<file path="config.mk">
export PLATFORM = sky130hd
export DESIGN_NAME = multi_adc_reader
export DESIGN_NICKNAME = d
export VERILOG_FILES = /design/src/rtl/mar_pkg.sv /design/src/rtl/mar_chan.sv /design/src/rtl/mar_shift.sv /design/src/rtl/mar_sck.sv /design/src/rtl/multi_adc_reader.sv
export SDC_FILE = /design/constraint.sdc
export NUM_CORES = 1
export LEC_CHECK = 0
export ABC_CLOCK_PERIOD_IN_PS = 11900
export BUFFER_PORTS_ARGS = -buffer_cell sky130_fd_sc_hd__buf_2
export CAP_MARGIN = 20
export CORE_ASPECT_RATIO = 0.9
export CORE_MARGIN = 2
export CORE_UTILIZATION = 50
export CTS_BUF_LIST = sky130_fd_sc_hd__clkbuf_4 sky130_fd_sc_hd__clkbuf_8
export DETAILED_ROUTE_END_ITERATION = 6
export HOLD_SLACK_MARGIN = 0.05
export PLACE_DENSITY_LB_ADDON = 0.3
export SKIP_CTS_REPAIR_TIMING = 1
export SLEW_MARGIN = 20
export SYNTH_ARGS = -nofsm -noshare
export SYNTH_HDL_FRONTEND = slang
export SYNTH_SLANG_ARGS = --single-unit
</file>
<file path="constraint.sdc">
create_clock -name clk -period 11.9 [get_ports clk]
set_clock_uncertainty 0.1 [all_clocks]
set_input_delay 1.785 -clock clk [delete_from_list [all_inputs] [get_ports clk]]
set_output_delay 1.785 -clock clk [all_outputs]
set_load 0.005 [all_outputs]
</file>
<file path="src/rtl/mar_pkg.sv">
package mar_pkg;

   typedef enum logic [1:0] {
      SCK_IDLE = 2'd0,
      SCK_HIGH = 2'd1,
      SCK_LOW  = 2'd2
   } sck_state_e;

   // Extra-pulse setting: zero is promoted to one
   function automatic logic [1:0] extra_eff(input logic [1:0] raw);
      return (raw == 2'd0) ? 2'd1 : raw;
   endfunction

endpackage

</file>
<file path="src/rtl/mar_chan.sv">
module mar_chan #(
   parameter int TMR_W = 20
) (
   input  logic             clk,
   input  logic             rst_n,
   input  logic             din_i,
   input  logic             mute_i,
   input  logic [TMR_W-1:0] age_limit_i,
   output logic             level_o,
   output logic             ready_o
);

   logic             sync1_q, sync2_q, hist_q;
   logic             fall;
   logic [TMR_W-1:0] age_q;

   // Two-flop synchronizer plus one history flop for edge detection.
   // The history flop follows the line during mute, so no edge survives a burst.
   always_ff @(posedge clk or negedge rst_n) begin
      if (!rst_n) begin
         sync1_q <= 1'b1;
         sync2_q <= 1'b1;
         hist_q  <= 1'b1;
      end else begin
         sync1_q <= din_i;
         sync2_q <= sync1_q;
         hist_q  <= sync2_q;
      end
   end

   assign fall    = hist_q & ~sync2_q & ~mute_i;
   assign level_o = sync2_q;

   // Age window: ready holds for age_limit_i cycles after the edge
   always_ff @(posedge clk or negedge rst_n) begin
      if (!rst_n) begin
         ready_o <= 1'b0;
         age_q   <= '0;
      end else if (mute_i) begin
         ready_o <= 1'b0;
         age_q   <= '0;
      end else if (fall) begin
         ready_o <= 1'b1;
         age_q   <= '0;
      end else if (ready_o) begin
         if ((age_q + TMR_W'(1)) >= age_limit_i) ready_o <= 1'b0;
         else                                   age_q   <= age_q + TMR_W'(1);
      end
   end

   assert_mute_blocks_ready_R5: assert property (@(posedge clk) disable iff (!rst_n)
      $rose(ready_o) |-> $past(!mute_i));

endmodule

</file>
<file path="src/rtl/mar_shift.sv">
module mar_shift #(
   parameter int DATA_W = 24
) (
   input  logic              clk,
   input  logic              rst_n,
   input  logic              clr_i,
   input  logic              shift_i,
   input  logic              bit_i,
   output logic [DATA_W-1:0] word_o
);

   always_ff @(posedge clk or negedge rst_n) begin
      if (!rst_n)       word_o <= '0;
      else if (clr_i)   word_o <= '0;
      else if (shift_i) word_o <= {word_o[DATA_W-2:0], bit_i};
   end

endmodule

</file>
<file path="src/rtl/mar_sck.sv">
module mar_sck
   import mar_pkg::*;
#(
   parameter int DATA_W   = 24,
   parameter int HALF_W   = 14,
   parameter int PCNT_W   = 5,
   parameter int HIGH_MAX = 9000
) (
   input  logic              clk,
   input  logic              rst_n,
   input  logic              start_i,
   input  logic [HALF_W-1:0] half_i,
   input  logic [PCNT_W-1:0] npulse_i,
   output logic              sck_o,
   output logic              busy_o,
   output logic              sample_o,
   output logic              done_o
);

   sck_state_e        st_q;
   logic [HALF_W-1:0] cnt_q, half_q;
   logic [PCNT_W-1:0] pulse_q, npulse_q;
   logic              phase_end;

   assign phase_end = (cnt_q == half_q - HALF_W'(1));

   always_ff @(posedge clk or negedge rst_n) begin
      if (!rst_n) begin
         st_q     <= SCK_IDLE;
         cnt_q    <= '0;
         half_q   <= '0;
         pulse_q  <= '0;
         npulse_q <= '0;
      end else begin
         unique case (st_q)
            SCK_IDLE: if (start_i) begin
               st_q     <= SCK_HIGH;
               cnt_q    <= '0;
               pulse_q  <= '0;
               half_q   <= half_i;
               npulse_q <= npulse_i;
            end
            SCK_HIGH: begin
               if (phase_end) begin
                  st_q  <= SCK_LOW;
                  cnt_q <= '0;
               end else cnt_q <= cnt_q + HALF_W'(1);
            end
            SCK_LOW: begin
               if (phase_end) begin
                  cnt_q <= '0;
                  if (pulse_q == npulse_q - PCNT_W'(1)) st_q <= SCK_IDLE;
                  else begin
                     st_q    <= SCK_HIGH;
                     pulse_q <= pulse_q + PCNT_W'(1);
                  end
               end else cnt_q <= cnt_q + HALF_W'(1);
            end
            default: st_q <= SCK_IDLE;
         endcase
      end
   end

   assign sck_o    = (st_q == SCK_HIGH);
   assign busy_o   = (st_q != SCK_IDLE);
   assign sample_o = sck_o && phase_end && (pulse_q < PCNT_W'(DATA_W));
   assign done_o   = (st_q == SCK_LOW) && phase_end && (pulse_q == npulse_q - PCNT_W'(1));

   // Checker: run length of the high level
   logic [HALF_W:0] hi_run_q;
   always_ff @(posedge clk or negedge rst_n) begin
      if (!rst_n)     hi_run_q <= '0;
      else if (sck_o) hi_run_q <= hi_run_q + (HALF_W+1)'(1);
      else            hi_run_q <= '0;
   end

   assert_high_bound_R4: assert property (@(posedge clk) disable iff (!rst_n)
      hi_run_q <= (HALF_W+1)'(HIGH_MAX));
   assert_half_legal_R4: assert property (@(posedge clk) disable iff (!rst_n)
      (start_i && !busy_o) |-> (half_i >= HALF_W'(4) && half_i <= HALF_W'(HIGH_MAX)));
   assert_no_restart_R3: assert property (@(posedge clk) disable iff (!rst_n)
      start_i |-> !busy_o);

endmodule

</file>
<file path="src/rtl/multi_adc_reader.sv">
module multi_adc_reader
   import mar_pkg::*;
#(
   parameter int NCH      = 6,
   parameter int DATA_W   = 24,
   parameter int TMR_W    = 20,
   parameter int HALF_W   = 14,
   parameter int HIGH_MAX = 9000
) (
   input  logic                  clk,
   input  logic                  rst_n,
   input  logic [NCH-1:0]        ch_enable_i,
   input  logic [1:0]            cfg_extra_i,
   input  logic [HALF_W-1:0]     cfg_half_i,
   input  logic [TMR_W-1:0]      cfg_age_limit_i,
   input  logic [TMR_W-1:0]      cfg_min_period_i,
   input  logic [TMR_W-1:0]      cfg_stall_limit_i,
   input  logic [NCH-1:0]        adc_dout_i,
   output logic                  adc_sck_o,
   output logic                  valid_o,
   output logic [NCH*DATA_W-1:0] word_o,
   output logic [NCH-1:0]        missed_o,
   output logic                  stall_o
);

   localparam int PCNT_W = $clog2(DATA_W + 4);

   if (NCH < 1 || NCH > 6) begin : g_bad_nch
      $error("multi_adc_reader: NCH must be 1..6");
   end
   if (DATA_W < 2) begin : g_bad_data
      $error("multi_adc_reader: DATA_W too small");
   end
   if (HIGH_MAX < 4 || HIGH_MAX >= (1 << HALF_W)) begin : g_bad_high
      $error("multi_adc_reader: HIGH_MAX must fit HALF_W and be at least 4");
   end
   if (TMR_W < 4) begin : g_bad_tmr
      $error("multi_adc_reader: TMR_W too small");
   end

   logic [NCH-1:0]    rdy_vec, line_lvl, miss_q;
   logic              gen_busy, bit_stb, gen_done, launch, all_ready, gap_ok;
   logic [TMR_W-1:0]  gap_q, stall_cnt_q;
   logic [PCNT_W-1:0] npulse;

   assign npulse    = PCNT_W'(DATA_W) + PCNT_W'(extra_eff(cfg_extra_i));
   assign all_ready = (&(rdy_vec | ~ch_enable_i)) && (|ch_enable_i);
   assign gap_ok    = (gap_q >= cfg_min_period_i);
   assign launch    = !gen_busy && all_ready && gap_ok;

   mar_sck #(
      .DATA_W(DATA_W), .HALF_W(HALF_W), .PCNT_W(PCNT_W), .HIGH_MAX(HIGH_MAX)
   ) u_sck (
      .clk(clk), .rst_n(rst_n), .start_i(launch), .half_i(cfg_half_i),
      .npulse_i(npulse), .sck_o(adc_sck_o), .busy_o(gen_busy),
      .sample_o(bit_stb), .done_o(gen_done)
   );

   // Cycles since the last launch, saturating; all ones after reset
   always_ff @(posedge clk or negedge rst_n) begin
      if (!rst_n)            gap_q <= '1;
      else if (launch)       gap_q <= TMR_W'(1);
      else if (gap_q != '1)  gap_q <= gap_q + TMR_W'(1);
   end

   // Stall timer: runs while waiting for a window
   always_ff @(posedge clk or negedge rst_n) begin
      if (!rst_n) begin
         stall_cnt_q <= '0;
         stall_o     <= 1'b0;
      end else if (gen_busy || launch) begin
         stall_cnt_q <= '0;
         stall_o     <= 1'b0;
      end else if ((stall_cnt_q + TMR_W'(1)) >= cfg_stall_limit_i) begin
         stall_cnt_q <= '0;
         stall_o     <= 1'b1;
      end else begin
         stall_cnt_q <= stall_cnt_q + TMR_W'(1);
         stall_o     <= 1'b0;
      end
   end

   always_ff @(posedge clk or negedge rst_n) begin
      if (!rst_n) begin
         miss_q   <= '0;
         missed_o <= '0;
         valid_o  <= 1'b0;
      end else begin
         if (launch)   miss_q   <= ch_enable_i & line_lvl;
         if (gen_done) missed_o <= miss_q;
         valid_o <= gen_done;
      end
   end

   for (genvar gi = 0; gi < NCH; gi++) begin : g_ch
      logic [DATA_W-1:0] sh_word, word_q;

      mar_chan #(.TMR_W(TMR_W)) u_chan (
         .clk(clk), .rst_n(rst_n), .din_i(adc_dout_i[gi]), .mute_i(gen_busy),
         .age_limit_i(cfg_age_limit_i), .level_o(line_lvl[gi]), .ready_o(rdy_vec[gi])
      );

      mar_shift #(.DATA_W(DATA_W)) u_shift (
         .clk(clk), .rst_n(rst_n), .clr_i(launch), .shift_i(bit_stb),
         .bit_i(line_lvl[gi]), .word_o(sh_word)
      );

      always_ff @(posedge clk or negedge rst_n) begin
         if (!rst_n)        word_q <= '0;
         else if (gen_done) word_q <= ch_enable_i[gi] ? sh_word : '0;
      end

      assign word_o[gi*DATA_W +: DATA_W] = word_q;

      assert_disabled_word_zero_R9: assert property (@(posedge clk) disable iff (!rst_n)
         valid_o |-> (word_q == '0 || $past(ch_enable_i[gi])));
   end

   assert_valid_one_cycle_R2: assert property (@(posedge clk) disable iff (!rst_n)
      valid_o |=> !valid_o);
   assert_launch_all_ready_R7: assert property (@(posedge clk) disable iff (!rst_n)
      $rose(gen_busy) |-> $past((&(rdy_vec | ~ch_enable_i)) && (|ch_enable_i)));
   assert_launch_spacing_R8: assert property (@(posedge clk) disable iff (!rst_n)
      $rose(gen_busy) |-> $past(gap_q >= cfg_min_period_i));
   assert_stall_one_cycle_R11: assert property (@(posedge clk) disable iff (!rst_n)
      stall_o |=> !stall_o);

endmodule

</file>
==> reports/results.md, run 1 <==
| Item | Value |
|---|---|
| Cells taking the most area after synthesis | sky130_fd_sc_hd__dfrtp_1 (42%), sky130_fd_sc_hd__ha_1 (7.7%), sky130_fd_sc_hd__nand2_1 (7.3%), sky130_fd_sc_hd__mux2i_1 (5.2%), sky130_fd_sc_hd__a21oi_1 (4.3%) |
| Reg-to-Reg Start | g_ch[2].u_chan.age_q[0]$_DFFE_PN0P_ |
| Share of the yosys chip area belonging to registers | 45.64% |
| Worst hold path startpoint | g_ch[1].u_chan.sync1_q$_DFF_PN1_ |
| Critical Path End Type | register |
| Die Width | 257.1 um |
| Number of cells traversed by the worst register-to-register path | 17 |
| Largest net degree at the start of global routing | 197 |
| Kind of critical path | in2reg |
| Number of buffers created by CTS | 87 |
| Setup TNS after final layout | 0 ns |
| Total placed cells including tap cells | 3950 |
| Area of the mapped netlist | 28840 um2 |
| Syn Nets | 3344 |
| Data required time of the critical path | 12.37 ns |
| Fraction of synthesized cell area taken by the top area cell type | 42.18% |
| Total overflow reported by the global router | 0 |
| Average cell area after synthesis | 9.371 um2 |
| Most instantiated library cell after synthesis | sky130_fd_sc_hd__nand2_1 |
| Starting Density | 50.58% |
| Dominant cell type by area after synthesis | sky130_fd_sc_hd__dfrtp_1 |
| Category of the worst setup path launch point | input pin |
| Global placer's final weighted congestion | 0.8620 |
| Final hold vios | 0 |
| Netlist cell types | 74 |
| Final number of max-transition violations | 0 |
| Capture point of the worst reg-to-reg path | g_ch[2].u_chan.age_q[10]$_DFFE_PN0P_ |
| Deepest level of the CTS H-tree | 3 |
| Root Buffer | sky130_fd_sc_hd__clkbuf_8 |
| Core Area | 57010 um2 |
| Share of final-layout standard cells stronger than drive strength 1 | 15.39% |
| Crit path launch | ch_enable_i[4] |
| Number of synthesized register bits | 524 |
| Drc violations | 0 |
| VDD IR-drop max | 0.1058 mV |
| Leakage power | 17.11 nW |
| Wirelength per Cell | 17.09 um |
| Total vias in the final route | 22780 |
| Clock-pin slew reported for the worst setup and hold paths after clock tree synthesis | 0.06 ns |
| Worst Path Max Fanout | 101 |
| Most common flop cell mapped by yosys | sky130_fd_sc_hd__dfrtp_1 |
| Terminating pin of the worst hold path | g_ch[1].u_chan.level_o$_DFF_PN1_ |
| Final Power | 5.660 mW |
| Number of standard-cell rows in the floorplan | 83 |
| Power per standard cell area | 175.0 nW/um2 |
| HPWL after DPL | 47150 um |
| Reg-to-reg setup timing slack | 6.74 ns |
| Endpoint arrival time on the critical path | 6.45 ns |
| Highest achievable clock rate | 167.4 MHz |
| Most numerous cell types in the synthesized netlist | sky130_fd_sc_hd__nand2_1 (563), sky130_fd_sc_hd__dfrtp_1 (486), sky130_fd_sc_hd__a21oi_1 (248), sky130_fd_sc_hd__inv_1 (243), sky130_fd_sc_hd__ha_1 (177) |
| Full die area | 59610 um2 |
| Tightest Pin Transition | 1.107 ns |
| Min Tclk post-route | 5.974 ns |
| Overall fraction of global-route tracks in use | 23.64% |
| Async set-or-reset flop fraction in the synthesized netlist | 100.0% |
| Number of DRC violations after detailed-routing iteration 0 | 1542 |
| Outcome | complete, no violations |
| Worst skew pair latency | 0.72 ns |
| Post-synth EDFFs | 0 |
| I/O Pins | 243 |
| TritonCTS clock tree | built |
| Depth of the worst hold-timing path | 0 |
| Max-cap violation count | 0 |
| Syn-to-layout area delta | 12.20% |
| Number of routed nets with antenna violations | 0 |
| Part of the cycle the worst path needs | 50.20% |
| Number of input and output port buffers inserted | 242 |
| Yosys synthesis warning count | 0 |
| Slew margin rel. | 26.18% |
| Detailed-route wire length | 70170 um |
| Class of the worst hold path | reg2reg |
| Cells after synthesis | 3077 |
| Length of the first detailed-routing pass in iterations | 6 |
| Wire length of the first global-routing pass | 115900 um |
| CTS sink cnt | 524 |
| Final cell count without fillers | 4107 |
| Setup repair after global routing missed its margin | no |
| Vias in the first global route | 22850 |
| Max Buffers Root-to-Sink | 3 |
| Die Y | 231.8 um |
| Via-to-Cell Ratio | 5.546 |
| Number of antenna violations at the first check in global routing | 5 |
| Final setup violation count | 0 |
| Net total in the final layout | 3542 |
[kinds of logic after synthesis]
| group | Yosys count | synth area share [%] |
|---|---|---|
| fa+ha+maj | 177 | 7.680 |
| flops | 524 | 45.64 |
| simple gates | 1091 | 17.76 |
| mux | 174 | 6.144 |
| compound gates | 534 | 11.48 |
| buf+inv | 392 | 5.676 |
| xor+xnor | 185 | 5.619 |
[flip-flops by register name (all words and copies together) (netlist names)]
signal,count
g_ch.u_shift.word_o,144
g_ch.word_q,144
g_ch.u_chan.age_q,120
gap_q,20
stall_cnt_q,20
u_sck.cnt_q,14
u_sck.half_q,14
g_ch.u_chan.hist_q,6
g_ch.u_chan.level_o,6
g_ch.u_chan.ready_o,6
g_ch.u_chan.sync1_q,6
miss_q,6
missed_o,6
u_sck.pulse_q,5
u_sck.npulse_q,3
u_sck.st_q,2
stall_o,1
valid_o,1
[per-layer routing]
metal | vias up | global-route usage, % | part of all wire [%]
li1 | 10870 | - | -
met1 | 11220 | 30.88 | 44
met2 | 551 | 38.41 | 47
met3 | 136 | 5.785 | 6.2
met4 | 6 | 8.358 | 2.9
met5 | - | 0 | 0.058
[worst max-delay path by stage]
stage	slack (ns)	cells past startpoint	endpoint
floorplan	7.73	10	g_ch[0].u_chan.age_q[2]$_DFFE_PN0P_
global placement	5.29	10	miss_q[1]$_DFFE_PN0P_
detailed placement	5.15	10	miss_q[5]$_DFFE_PN0P_
CTS	5.87	10	miss_q[5]$_DFFE_PN0P_
global route	5.65	10	miss_q[1]$_DFFE_PN0P_
finish	5.93	10	miss_q[5]$_DFFE_PN0P_
[power breakdown]
| part | internal (mW) | switching, mW | leakage (nW) |
|---|---|---|---|
| sequential | 2.19 | 0.348 | 6.43 |
| clock | 0.918 | 0.749 | 0.977 |
| combinational | 0.547 | 0.904 | 9.70 |
| total | 3.66 | 2.00 | 17.1 |
[per-stage QoR]
stage          hold slack [ns]  util (%)  worst slack (ns)  cell area, um2
3_3_place_gp            0.2473     53.45             5.294           30470
3_5_place_dp            0.2475     53.45             5.150           30470
6_report                0.2543     56.75             5.926           32350
4_1_cts                 0.2459     56.66             5.866           32300
5_1_grt                 0.2557     56.74             5.652           32350
2_1_floorplan           0.2452         -             7.732           28840
[critical path, cell delays in order]
cell	delay (ns)
sky130_fd_sc_hd__buf_2	0.46
sky130_fd_sc_hd__or4_1	0.19
sky130_fd_sc_hd__nor3_1	0.04
sky130_fd_sc_hd__nor4_1	0.84
sky130_fd_sc_hd__o221ai_1	0.40
sky130_fd_sc_hd__a21oi_4	0.54
sky130_fd_sc_hd__buf_4	0.79
sky130_fd_sc_hd__buf_4	0.92
sky130_fd_sc_hd__nor2b_1	0.10
sky130_fd_sc_hd__a31o_2	0.24
[area by class of cell]
cell class	instances	area (um2)
inverter	243	912.1
clock inverter	10	112.6
sequential	524	13160
clock buffer	143	1718
tap	765	957.2
multi-input combinational	2161	14100
antenna	3	7.507
fill	4949	24660
timing repair buffer	258	1386
[cells in the final DEF (no fill, tap or decap), types with 50 or more instances in the layout]
master and count:
sky130_fd_sc_hd__inv_1 243, sky130_fd_sc_hd__or4_1 50, sky130_fd_sc_hd__dfrtp_1 486, sky130_fd_sc_hd__a21o_1 53, sky130_fd_sc_hd__nor2_1 120, sky130_fd_sc_hd__a21oi_1 247
sky130_fd_sc_hd__buf_2 241, sky130_fd_sc_hd__ha_1 177, sky130_fd_sc_hd__nand2_1 563, sky130_fd_sc_hd__clkbuf_8 103, sky130_fd_sc_hd__nand3_1 85, sky130_fd_sc_hd__o21ai_0 66
sky130_fd_sc_hd__xnor2_1 104, sky130_fd_sc_hd__xor2_1 81, sky130_fd_sc_hd__mux2i_1 150
No activity file was read; power rests on OpenSTA's default activity.
==> inputs of run 2 (changes only) <==
ABC_CLOCK_PERIOD_IN_PS = 5920   (was 11900)
clock period = 5.92 ns   (was 11.9 ns; I/O delays follow)
==> run 2 against run 1 <==
Hold slack got worse by 0.15 ns. First-iteration DRC count shrank 6.0%. Sequential power is 100% higher. Sequential share of layout area fell by 0.37 points. Cell area grew 0.91%.
==> reports/results.md, run 2 (synthesized netlist as in run 1, its figures left out) <==
| Item | Value | vs previous |
|---|---|---|
| Outcome | complete, no violations |  |
| Total vias in the final route | 22760 | -0.088% |
| Endpoint of the most critical setup path | g_ch[0].u_chan.age_q[6]$_DFFE_PN0P_ |  |
| Drc violations | 0 | unchanged |
| Min Tclk post-route | 4.969 ns |  |
| Final number of max-transition violations | 0 | unchanged |
| Number of cells traversed by the worst register-to-register path | 14 | -3 |
| Worst Path Max Fanout | 13 | -87% |
| Wirelength per Cell | 17.15 um | +0.38% |
| Number of DRC violations after detailed-routing iteration 0 | 1449 | -6.0% |
| Via-to-Cell Ratio | 5.511 | -0.64% |
| I/O Pins | 243 | unchanged |
| Largest registers in the final layout | g_ch.u_shift.word_o x144, g_ch.word_q x144, g_ch.u_chan.age_q x120 |  |
| Worst skew pair latency | 0.71 ns | about the same |
| Reg-to-Reg Start | g_ch[0].u_chan.age_q[0]$_DFFE_PN0P_ |  |
| Full die area | 59610 um2 | unchanged |
| Slew margin rel. | 34.14% | +8.0 points |
| Final setup violation count | 0 | unchanged |
| Vias in the first global route | 22610 | -1.1% |
| Die Width | 257.1 um | unchanged |
| Setup TNS after final layout | 0 ns | unchanged |
| Number of input and output port buffers inserted | 242 | unchanged |
| Starting Density | 50.58% | unchanged |
| TritonCTS clock tree | built |  |
| Global placer's final weighted congestion | 0.8627 | about the same |
| Final cell count without fillers | 4130 | +0.56% |
| Wire length of the first global-routing pass | 115800 um | about the same |
| Max-cap violation count | 0 | unchanged |
| Number of standard-cell rows in the floorplan | 83 | unchanged |
| Most frequent standard cell in the layout excluding fill and tap cells | sky130_fd_sc_hd__nand2_1 |  |
| Overall fraction of global-route tracks in use | 23.73% | +0.089 points |
| HPWL after DPL | 46860 um | -0.61% |
| Core Area | 57010 um2 | unchanged |
| Part of the cycle the worst path needs | 83.93% |  |
| Final hold vios | 0 | unchanged |
| Total overflow reported by the global router | 0 | unchanged |
| Number of routed nets with antenna violations | 0 | unchanged |
| Category of the worst setup path launch point | register |  |
| Endpoint arrival time on the critical path | 5.46 ns | -0.99 ns |
| Critical Path End Type | register |  |
| Class of the worst hold path | in2async |  |
| Final Power | 11.73 mW | +110% |
| Tightest Pin Transition | 0.9879 ns | -0.1194 ns |
| VDD IR-drop max | 0.1945 mV | +84% |
| Net total in the final layout | 3548 | +0.17% |
| Syn-to-layout area delta | 13.22% |  |
| Max Buffers Root-to-Sink | 3 | unchanged |
| Share of final-layout standard cells stronger than drive strength 1 | 15.82% | +0.43 points |
| Length of the first detailed-routing pass in iterations | 5 | -1 |
| Highest achievable clock rate | 201.3 MHz |  |
| Die Y | 231.8 um | unchanged |
| Number of buffers created by CTS | 91 | +4.6% |
| Kind of critical path | reg2reg |  |
| Setup repair after global routing missed its margin | no |  |
| Capture point of the worst reg-to-reg path | g_ch[0].u_chan.age_q[6]$_DFFE_PN0P_ |  |
| Crit path launch | g_ch[0].u_chan.age_q[0]$_DFFE_PN0P_ |  |
| Leakage power | 17.26 nW | +0.86% |
| Largest net degree at the start of global routing | 181 | -8.1% |
| Deepest level of the CTS H-tree | 3 | unchanged |
| Clock-pin slew reported for the worst setup and hold paths after clock tree synthesis | 0.06 ns | about the same |
| Number of fill cells | 4903 | -0.93% |
| Root Buffer | sky130_fd_sc_hd__clkbuf_8 |  |
| Power per standard cell area | 359.2 nW/um2 | +110% |
| Detailed-route wire length | 70830 um | +0.94% |
| Data required time of the critical path | 6.41 ns | -5.96 ns |
| Reg-to-reg setup timing slack | 0.95 ns | -5.79 ns |
| Most frequent cells in the layout | sky130_fd_sc_hd__nand2_1 (563), sky130_fd_sc_hd__dfrtp_1 (486), sky130_fd_sc_hd__a21oi_1 (247) |  |
| Total placed cells including tap cells | 3953 | +0.076% |
| CTS sink cnt | 524 | unchanged |
| Number of antenna violations at the first check in global routing | 13 | +8 |
## run 2: metrics by stage
stage / util, % / setup slack (ns) / area [um2] / hold WS (ns)
detailed placement: 53.55 / 0.9581 / 30530 / 0.2470
global route: 57.25 / 0.5110 / 32640 / 0.1538
CTS: 57.20 / 0.9316 / 32610 / 0.1337
floorplan: - / 1.795 / 28840 / 0.2452
finish: 57.26 / 0.9513 / 32650 / 0.1087
global placement: 53.55 / 1.148 / 30530 / 0.2455
## run 2: per-layer routing
layer | global-route usage (%) | routed length, um
met1 | 31.36 | 31330
met2 | 38.33 | 33020
met3 | 5.337 | 4126
met4 | 8.666 | 2311
met5 | 0 | 41
## run 2: worst min-delay path by stage
stage                                                 from                                  end  slack [ns]  cells past startpoint
after floorplan           g_ch[0].u_chan.sync1_q$_DFF_PN1_     g_ch[0].u_chan.level_o$_DFF_PN1_        0.25                      0
after global placement    g_ch[1].u_chan.sync1_q$_DFF_PN1_     g_ch[1].u_chan.level_o$_DFF_PN1_        0.25                      0
after detailed placement  g_ch[5].u_chan.sync1_q$_DFF_PN1_     g_ch[5].u_chan.level_o$_DFF_PN1_        0.25                      0
after CTS                                            rst_n  g_ch[4].u_chan.age_q[7]$_DFFE_PN0P_        0.13                      1
after global routing                         adc_dout_i[1]     g_ch[1].u_chan.sync1_q$_DFF_PN1_        0.15                      1
final                                                rst_n  g_ch[4].u_chan.age_q[7]$_DFFE_PN0P_        0.11                      1
## run 2: report_power, final
| part | internal [mW] | total, mW | leakage (nW) | switching, mW |
|---|---|---|---|---|
| clock | 2.17 | 3.73 | 1.11 | 1.56 |
| sequential | 4.41 | 5.09 | 6.43 | 0.678 |
| combinational | 1.10 | 2.91 | 9.72 | 1.82 |
## run 2: final cells by class
cell class / count / area (um2) / share of cell area, %
tap: 765 / 957.2 / 2.932
inverter: 243 / 912.1 / 2.794
antenna: 9 / 22.52 / 0.06898
clock buffer: 152 / 1854 / 5.680
sequential: 524 / 13160 / 40.31
clock inverter: 16 / 227.7 / 0.6975
multi-input combinational: 2161 / 14090 / 43.17
timing repair buffer: 260 / 1419 / 4.346
## run 2: critical path, cell delays in order, from the launching register on
cell and delay (ns):
sky130_fd_sc_hd__dfrtp_1 0.44, sky130_fd_sc_hd__ha_1 0.27, sky130_fd_sc_hd__and3_1 0.25, sky130_fd_sc_hd__nand3_1 0.23, sky130_fd_sc_hd__nor4_1 0.71, sky130_fd_sc_hd__xor2_1 0.15, sky130_fd_sc_hd__ha_1 0.34, sky130_fd_sc_hd__a21o_1 0.20
sky130_fd_sc_hd__a211o_1 0.32, sky130_fd_sc_hd__o221a_2 0.25, sky130_fd_sc_hd__o2111ai_1 0.22, sky130_fd_sc_hd__a21oi_1 0.23, sky130_fd_sc_hd__a21oi_1 0.69, sky130_fd_sc_hd__inv_1 0.18, sky130_fd_sc_hd__o31ai_1 0.28
==> inputs of run 3 (changes only) <==
ABC_CLOCK_PERIOD_IN_PS = 5150   (was 5920)
clock period = 5.15 ns   (was 5.92 ns; I/O delays follow)
==> run 3 against run 2 <==
Sequential power up 15%. Hold slack worse by 0.036 ns. Sequential share of layout area down 0.26 points. Clock power up 13%. Critical path depth up 1. First-iteration DRC count down 1.6%. Cell area up 0.64%. Cell count up 0.53%. Critical path type unchanged. Critical endpoint unchanged. Largest cell class unchanged. Largest power group unchanged.
==> reports/results.md, run 3 (synthesized netlist as in run 1, its figures left out) <==
| Item | Value | vs previous |
|---|---|---|
| Power per standard cell area | 409.4 nW/um2 | +14% |
| Reg-to-reg setup timing slack | 0.41 ns | -0.54 ns |
| Reg area | 13160 um2 | unchanged |
| Vias in the first global route | 22610 | +0.018% |
| M1 GR Usage | 32.05% | +0.68 points |
| Met3 capacity usage during global routing | 5.763% | +0.43 points |
| Clock-pin slew reported for the worst setup and hold paths after clock tree synthesis | 0.06 ns | about the same |
| Busiest layer in global routing | met2 |  |
| CTS sink cnt | 524 | unchanged |
| Final cell count without fillers | 4152 | +0.53% |
| Die Y | 231.8 um | unchanged |
| HPWL after DPL | 48260 um | +3.0% |
| Outcome | complete, no violations |  |
| Critical Path End Type | register |  |
| Final number of max-transition violations | 0 | unchanged |
| Net total in the final layout | 3569 | +0.59% |
| Most frequent cells in the layout | sky130_fd_sc_hd__nand2_1 (563), sky130_fd_sc_hd__dfrtp_1 (486), sky130_fd_sc_hd__a21oi_1 (247) |  |
| Overall fraction of global-route tracks in use | 24.07% | +0.34 points |
| Sw power | 4.675 mW | +15% |
| Sw Ratio | 34.75% | +0.20 points |
| Largest net degree at the start of global routing | 114 | -37% |
| Tightest Pin Transition | 0.9997 ns | +0.01179 ns |
| Leakage power | 17.37 nW | +0.64% |
| Largest registers in the final layout | g_ch.u_shift.word_o x144, g_ch.word_q x144, g_ch.u_chan.age_q x120 |  |
| Total overflow reported by the global router | 0 | unchanged |
| Capture point of the worst reg-to-reg path | g_ch[0].u_chan.age_q[6]$_DFFE_PN0P_ |  |
| Drc violations | 0 | unchanged |
| Number of antenna violations at the first check in global routing | 9 | -4 |
| Wire length of the first global-routing pass | 117200 um | +1.2% |
| Most frequent standard cell in the layout excluding fill and tap cells | sky130_fd_sc_hd__nand2_1 |  |
| Total vias in the final route | 22880 | +0.52% |
| Number of DRC violations after detailed-routing iteration 0 | 1426 | -1.6% |
| Class of the worst hold path | in2async |  |
| Crit path launch | g_ch[0].u_chan.age_q[0]$_DFFE_PN0P_ |  |
| Via-to-Cell Ratio | 5.510 | about the same |
| TritonCTS clock tree | built |  |
| Full die area | 59610 um2 | unchanged |
| Part of the cycle the worst path needs | 92.02% | +8.1 points |
| Part of the power in the clock network | 31.2% | -0.6 points |
| Total placed cells including tap cells | 3972 | +0.48% |
| Category of the worst setup path launch point | register |  |
| Number of cells traversed by the worst register-to-register path | 15 | +1 |
| Worst skew pair latency | 0.70 ns | about the same |
| Final hold vios | 0 | unchanged |
| Deepest level of the CTS H-tree | 3 | unchanged |
| Highest achievable clock rate | 211.0 MHz | +4.8% |
| Share of final-layout standard cells stronger than drive strength 1 | 16.28% | +0.46 points |
| Min Tclk post-route | 4.739 ns | -0.2295 ns |
| Sequential group share of total power | 43.5% | about the same |
| Endpoint arrival time on the critical path | 5.21 ns | -0.25 ns |
| Starting Density | 50.58% | unchanged |
| Max Buffers Root-to-Sink | 3 | unchanged |
| Data required time of the critical path | 5.63 ns | -0.78 ns |
| Setup repair after global routing missed its margin | no |  |
| Number of routed nets with antenna violations | 0 | unchanged |
| Area of combinational cells with multiple inputs | 14100 um2 | about the same |
| Setup TNS after final layout | 0 ns | unchanged |
| Length of the first detailed-routing pass in iterations | 5 | unchanged |
| Number of standard-cell rows in the floorplan | 83 | unchanged |
| Final setup violation count | 0 | unchanged |
| Detailed-route wire length | 71770 um | +1.3% |
| Number of input and output port buffers inserted | 242 | unchanged |
| Reg-to-Reg Start | g_ch[0].u_chan.age_q[0]$_DFFE_PN0P_ |  |
| Max-cap violation count | 0 | unchanged |
| Number of buffers created by CTS | 90 | -1.1% |
| Slew margin rel. | 33.35% | -0.79 points |
| Kind of critical path | reg2reg |  |
| Syn-to-layout area delta | 13.95% |  |
| VDD IR-drop max | 0.2517 mV | +29% |
| Wirelength per Cell | 17.29 um | +0.79% |
| Root Buffer | sky130_fd_sc_hd__clkbuf_8 |  |
| Global placer's final weighted congestion | 0.8830 | +2.4% |
| Number of fill cells | 4937 | +0.69% |
| I/O Pins | 243 | unchanged |
| Die Width | 257.1 um | unchanged |
| Core Area | 57010 um2 | unchanged |
| Worst Path Max Fanout | 13 | unchanged |
| Internal cell power | 8.778 mW | +14% |
| Met2 track utilization from global routing | 38.91% | +0.58 points |
| Comb power frac | 25.2% | +0.4 points |
[run 3: cell count changes in the layout (fill, tap and decap cells not counted), sizes merged]
cell and delta:
inv -1, bufinv -2, clkbuf -1, clkinv +4, buf +19, dlygate4sd3 +3
[run 3: critical path, stage by stage (launching register included)]
cell and delay, ns:
sky130_fd_sc_hd__dfrtp_1 0.44, sky130_fd_sc_hd__ha_1 0.25, sky130_fd_sc_hd__and3_1 0.26, sky130_fd_sc_hd__nand3_1 0.23
sky130_fd_sc_hd__nor4_1 0.33, sky130_fd_sc_hd__buf_4 0.18, sky130_fd_sc_hd__xor2_1 0.15, sky130_fd_sc_hd__ha_1 0.26
sky130_fd_sc_hd__a21o_1 0.20, sky130_fd_sc_hd__a211o_1 0.31, sky130_fd_sc_hd__o221a_2 0.25, sky130_fd_sc_hd__o2111ai_1 0.20
sky130_fd_sc_hd__a21oi_1 0.23, sky130_fd_sc_hd__a21oi_1 0.79, sky130_fd_sc_hd__inv_1 0.20, sky130_fd_sc_hd__o31ai_1 0.28
[run 3: cell type report]
cell class / instances / share of cell area, %
Antenna cell: 9 / 0.06854
Clock buffer: 151 / 5.678
Clock inverter: 17 / 0.5712
Inverter: 243 / 2.776
Multi-Input combinational cell: 2161 / 42.91
Sequential cell: 524 / 40.05
Tap cell: 765 / 2.913
Timing Repair Buffer: 282 / 5.034
[run 3: worst max-delay path by stage]
stage,end
5_1_grt,g_ch[0].u_chan.age_q[6]$_DFFE_PN0P_
3_5_place_dp,g_ch[4].u_chan.age_q[18]$_DFFE_PN0P_
6_report,g_ch[0].u_chan.age_q[6]$_DFFE_PN0P_
2_1_floorplan,g_ch[2].u_chan.age_q[15]$_DFFE_PN0P_
4_1_cts,g_ch[4].u_chan.age_q[19]$_DFFE_PN0P_
3_3_place_gp,g_ch[4].u_chan.age_q[16]$_DFFE_PN0P_
[run 3: power groups by stage]
stage	sequential (mW)	clock (mW)	combinational, mW
3_3_place_gp	5.86	0	3.22
4_1_cts	5.85	4.31	3.41
2_1_floorplan	5.67	0	2.53
3_5_place_dp	5.91	0	3.39
5_1_grt	5.99	4.49	3.85
6_report	5.86	4.20	3.39
[run 3: through the flow]
| step | hold WS (ns) | util, % | instance area (um2) | setup WS (ns) | total power, mW |
|---|---|---|---|---|---|
| 6_report | 0.07274 | 57.63 | 32860 | 0.4108 | 13.45 |
| 5_1_grt | 0.05108 | 57.61 | 32840 | 0.02910 | 14.32 |
| 4_1_cts | 0.02362 | 57.52 | 32800 | 0.3348 | 13.57 |
| 3_5_place_dp | 0.2473 | 53.92 | 30740 | 0.3749 | 9.296 |
| 3_3_place_gp | 0.2468 | 53.91 | 30740 | 0.5417 | 9.082 |
| 2_1_floorplan | 0.2452 | - | 28840 | 1.025 | 8.193 |
[run 3: layer usage]
metal,part of all wire [%],vias up,routed length [um]
li1,-,10970,-
met1,45,11240,32180
met2,47,526,33470
met3,5.8,131,4152
met4,2.7,6,1935
met5,0.047,-,34
